### src/rtl/shreg_pkg.sv
package shreg_pkg;
    parameter int unsigned SHREG_DEPTH = 64;
    parameter int unsigned CLK_BUF_PAIRS = 1;

    typedef enum logic {
        SRC_PRIMARY = 1'b0,
        SRC_RECIRC  = 1'b1
    } src_sel_e;
endpackage

### src/rtl/shreg_src_sel.sv
module shreg_src_sel
    import shreg_pkg::*;
(
    input  logic sel_i,
    input  logic pri_i,
    input  logic rec_i,
    output logic bit_o
);
    src_sel_e sel_e;

    always_comb begin
        sel_e = src_sel_e'(sel_i);
        unique case (sel_e)
            SRC_RECIRC:  bit_o = rec_i;
            SRC_PRIMARY: bit_o = pri_i;
            default:     bit_o = pri_i;
        endcase
    end
endmodule

### src/rtl/shreg_chain.sv
module shreg_chain #(
    parameter int unsigned DEPTH = 64
) (
    input  logic             clk_i,
    input  logic             din_i,
    output logic [DEPTH-1:0] stages_o
);
    localparam int unsigned LAST = DEPTH - 1;

    logic [DEPTH-1:0] stg;

    // stage 0 takes the selected input bit
    always_ff @(posedge clk_i) begin
        stg[0] <= din_i;
    end

    // remaining stages each take their predecessor
    for (genvar gi = 1; gi <= LAST; gi++) begin : g_stage
        always_ff @(posedge clk_i) begin
            stg[gi] <= stg[gi-1];
        end
    end

    assign stages_o = stg;
endmodule

### src/rtl/shreg_half_stage.sv
module shreg_half_stage (
    input  logic clk_i,
    input  logic d_i,
    output logic q_o
);
    always_ff @(negedge clk_i) begin
        q_o <= d_i;
    end
endmodule

### src/rtl/shreg_clk_buf.sv
module shreg_clk_buf #(
    parameter int unsigned PAIRS = 1
) (
    input  logic clk_i,
    output logic clk_o
);
    localparam int unsigned NODES = 2 * PAIRS;

    logic [NODES:0] node;

    assign node[0] = clk_i;

    for (genvar gi = 0; gi < NODES; gi++) begin : g_inv
        assign node[gi+1] = ~node[gi];
    end

    assign clk_o = node[NODES];
endmodule

### src/rtl/recirc_shreg64.sv
module recirc_shreg64
    import shreg_pkg::*;
#(
    parameter int unsigned DEPTH     = SHREG_DEPTH,
    parameter int unsigned BUF_PAIRS = CLK_BUF_PAIRS
) (
    input  logic clk_in,
    input  logic mode_sel,
    input  logic data_pri,
    input  logic data_recirc,
    output logic q_out,
    output logic q_half,
    output logic clk_dly
);
    localparam int unsigned LAST = DEPTH - 1;

    logic             head_bit;
    logic [DEPTH-1:0] stages;

    shreg_src_sel u_src (
        .sel_i (mode_sel),
        .pri_i (data_pri),
        .rec_i (data_recirc),
        .bit_o (head_bit)
    );

    shreg_chain #(.DEPTH(DEPTH)) u_chain (
        .clk_i    (clk_in),
        .din_i    (head_bit),
        .stages_o (stages)
    );

    assign q_out = stages[LAST];

    shreg_half_stage u_half (
        .clk_i (clk_in),
        .d_i   (q_out),
        .q_o   (q_half)
    );

    shreg_clk_buf #(.PAIRS(BUF_PAIRS)) u_cbuf (
        .clk_i (clk_in),
        .clk_o (clk_dly)
    );

    // Checker qualifiers: set once a rising and then a falling edge have been seen
    logic live_p = 1'b0;
    logic live_n = 1'b0;

    always_ff @(posedge clk_in) begin
        live_p <= 1'b1;
    end

    always_ff @(negedge clk_in) begin
        live_n <= live_p;
    end


    mode_recirc_chk: assert property (@(posedge clk_in) disable iff (!live_p)
        mode_sel |=> stages[0] == $past(data_recirc));


    mode_primary_chk: assert property (@(posedge clk_in) disable iff (!live_p)
        !mode_sel |=> stages[0] == $past(data_pri));


    shift_out_chk: assert property (@(posedge clk_in) disable iff (!live_p)
        1'b1 |=> q_out == $past(stages[LAST-1]));


    half_lag_chk: assert property (@(posedge clk_in) disable iff (!live_n)
        q_half == q_out);


    half_capture_chk: assert property (@(negedge clk_in) disable iff (!live_n)
        1'b1 |=> q_half == $past(q_out));
endmodule

### config.mk
export PLATFORM = sky130hd
export DESIGN_NAME = recirc_shreg64
export DESIGN_NICKNAME = d
export VERILOG_FILES = /design/src/rtl/shreg_pkg.sv /design/src/rtl/shreg_src_sel.sv /design/src/rtl/shreg_chain.sv /design/src/rtl/shreg_half_stage.sv /design/src/rtl/shreg_clk_buf.sv /design/src/rtl/recirc_shreg64.sv
export SDC_FILE = /design/constraint.sdc
export NUM_CORES = 1
export LEC_CHECK = 0
export ABC_CLOCK_PERIOD_IN_PS = 800
export BUFFER_PORTS_ARGS = -buffer_cell sky130_fd_sc_hd__buf_2
export CORE_MARGIN = 1
export CORE_UTILIZATION = 54
export CTS_CLUSTER_DIAMETER = 50
export DETAILED_ROUTE_END_ITERATION = 8
export GPL_TIMING_DRIVEN = 0
export PLACE_DENSITY = 0.71
export SETUP_SLACK_MARGIN = 0.2
export SLEW_MARGIN = 20
export SYNTH_ARGS = -nofsm -noshare
export SYNTH_HDL_FRONTEND = slang
export SYNTH_SLANG_ARGS = --single-unit
### constraint.sdc
create_clock -name clk_in -period 0.8 [get_ports clk_in]
set_input_delay 0.12 -clock clk_in [delete_from_list [all_inputs] [get_ports clk_in]]
set_output_delay 0.12 -clock clk_in [all_outputs]
set_load 0.02 [all_outputs]
==> flow_summary.json <==
{
  "pin_count": 7,
  "synthCells": 68,
  "antenna_found_initial": 0,
  "synth_compound_area_frac": 0,
  "die_h_microns": 51.6,
  "path_class": "reg -> out",
  "syn-num-nets": 72,
  "critPathLaunch": "u_half.q_o$_DFF_N_",
  "synth-seq-cells": 65,
  "synth_top_cell_area_share": 0.980,
  "finalNetCount": 92,
  "clk_pin_slew_ps": 80,
  "synthMuxAreaShare": 0.0113,
  "hold_depth": 2,
  "r2r_start": "u_chain.stages_o[63]$_DFF_P_",
  "critPathSlowestCell": "dfxtp_4",
  "final_cell_mix": "dfxtp_1 (63), clkbuf_4 (11), clkbuf_1 (3), buf_2 (3), buf_6 (3)",
  "hold_class": "in -> reg",
  "cp_max_fo": 1,
  "drive_gt1_frac": 0.264,
  "violations": "negative hold slack, negative setup slack",
  "via_per_inst": 4.17,
  "first_pass_iters": 2,
  "final_cell_area_sq_mm": 0.00156,
  "drc": 0,
  "die_area_sq_mm": 0.00266,
  "layout_setup_ws_ps": -677,
  "r2r-end": "u_half.q_o$_DFF_N_",
  "grt_pass1_wl_microns": 2460,
  "worstSetupStartpointType": "flip-flop",
  "peakVddDrop_v": 0.00298,
  "overflow": 0,
  "postCtsSetupBuffers": 0,
  "cp.required_ps": 680,
  "clk_latency_ps": 510,
  "syn_area_sq_mm": 0.00133,
  "grt_usage": 0.160,
  "drtAntennaViolNets": 0,
  "slew_headroom": 0.928,
  "vias": 496,
  "setup_violations": 4,
  "pre_cts_ws_ps": -180,
  "hold-worst-slack_ps": -111,
  "finalHoldViolCount": 1,
  "synth.yosys.seq_area_share": 0.980,
  "drt_iter0_markers": 3,
  "syn_avg_cell_area_sq_um": 19.5,
  "max_stage_delay_ps": 330,
  "instances_no_fill": 119,
  "rows": 17,
  "synth_xor_area_frac": 0,
  "wl_per_cell_microns": 11.7,
  "reg2reg_depth": 0,
  "synth_cell_type_count": 4,
  "powerDensity_mw_per_mm2": 3770,
  "reg2reg_setup_slack_ps": 0,
  "whs_endpoint": "u_chain.stages_o[0]$_DFF_P_",
  "cp-end-kind": "output port",
  "hpwlAfterDp_microns": 650,
  "area_delta_synth_final_pct": 17.5,
  "port_buffers": 6,
  "tightest_slew_ps": 108,
  "hp-start": "data_recirc",
  "antennaDiodeCount": 0,
  "layout_commonest_cell": "dfxtp_1",
  "grt_pass1_vias": 585,
  "cp_num_buf_inv": 1,
  "post_dp_cell_area_sq_mm": 0.00141,
  "p_leak_nw": 0.672,
  "finClkSkew_ps": 42.1,
  "cts_tree": "done",
  "gp_congestion": 0.595,
  "ys_warn_count": 0,
  "synth_adder_area_share": 0,
  "wirelength_microns": 1400,
  "status": "complete, but fails checks",
  "path_delay_family": "flip-flops",
  "cp.arrival_ps": 1360,
  "rsz0062_at_grt": "true",
  "core_sq_mm": 0.00225,
  "die_w_microns": 51.6,
  "finalMaxSlewViolations": 0,
  "max_cap_viol_count": 0,
  "grt_max_degree": 10,
  "floorplan.initialDensity": 0.589,
  "postLayoutCoreUtil": 0.692,
  "synth_top_family_by_area": "multiplexers",
  "yosys.area.top_type": "dfxtp_1",
  "synthSimpleGateAreaFrac": 0,
  "path_cells": "buf_6",
  "synth_area_leaders": "dfxtp_1 (98%), mux2_4 (1.1%), buf_4 (0.57%)",
  "dp_cells": 102
}
repair_timing:
item                       in CTS  in global routing
setup endpoints to repair       4                  4
resized for setup               7                  1
pin swaps                       0                  0
hold endpoints to repair        1                  1
synth_stat cells:
cell type	n
buf_4	1
dfxtp_1	65
inv_1	1
mux2_4	1
cell type report:
class	instances	area [sq um]
buffer	1	15.0
timing repair buffer	5	37.5
fill	168	694
sequential	65	1310
clock buffer	18	148
tap	28	35.0
clock inverter	1	3.75
multi-input combinational	1	15.0
sequential cells by signal, indices dropped and copies added (netlist names):
name and count:
u_chain.stages_o 64, u_half.q_o 1
per-stage QoR:
| stage | TNS [ps] | power [W] |
|---|---|---|
| 5_1_grt | -1270 | 0.00621 |
| 3_5_place_dp | -194 | 0.00384 |
| 4_1_cts | -1200 | 0.00595 |
| 6_report | -1100 | 0.00588 |
| 3_3_place_gp | -178 | 0.00383 |
| 2_1_floorplan | -127 | 0.00377 |
per-layer routing:
metal	share of wire	routed length, microns	global-route usage
met1	0.46	646	0.157
met2	0.43	603	0.186
met3	0.069	96	0.126
met4	0.035	49	0.194
met5	0	0	0
how the worst max path moves through the flow:
stage | to | cells past startpoint
after global routing | q_half | 1
after detailed placement | q_half | 1
after floorplan | q_half | 0
after CTS | q_half | 1
after global placement | q_half | 1
final | q_half | 1
logic make-up (layout without fill, tap and decap cells):
logic type	after synthesis	in the layout
mux	1	1
buf+inv	2	25
flops	65	65
where the power goes:
| group | switching [W] | total [W] | internal, W |
|---|---|---|---|
| registers | 0.0000489 | 0.00348 | 0.00343 |
| logic | 0.00000449 | 0.0000155 | 0.0000110 |
| clock network | 0.00113 | 0.00239 | 0.00126 |
(Power assumes the default switching activity.)
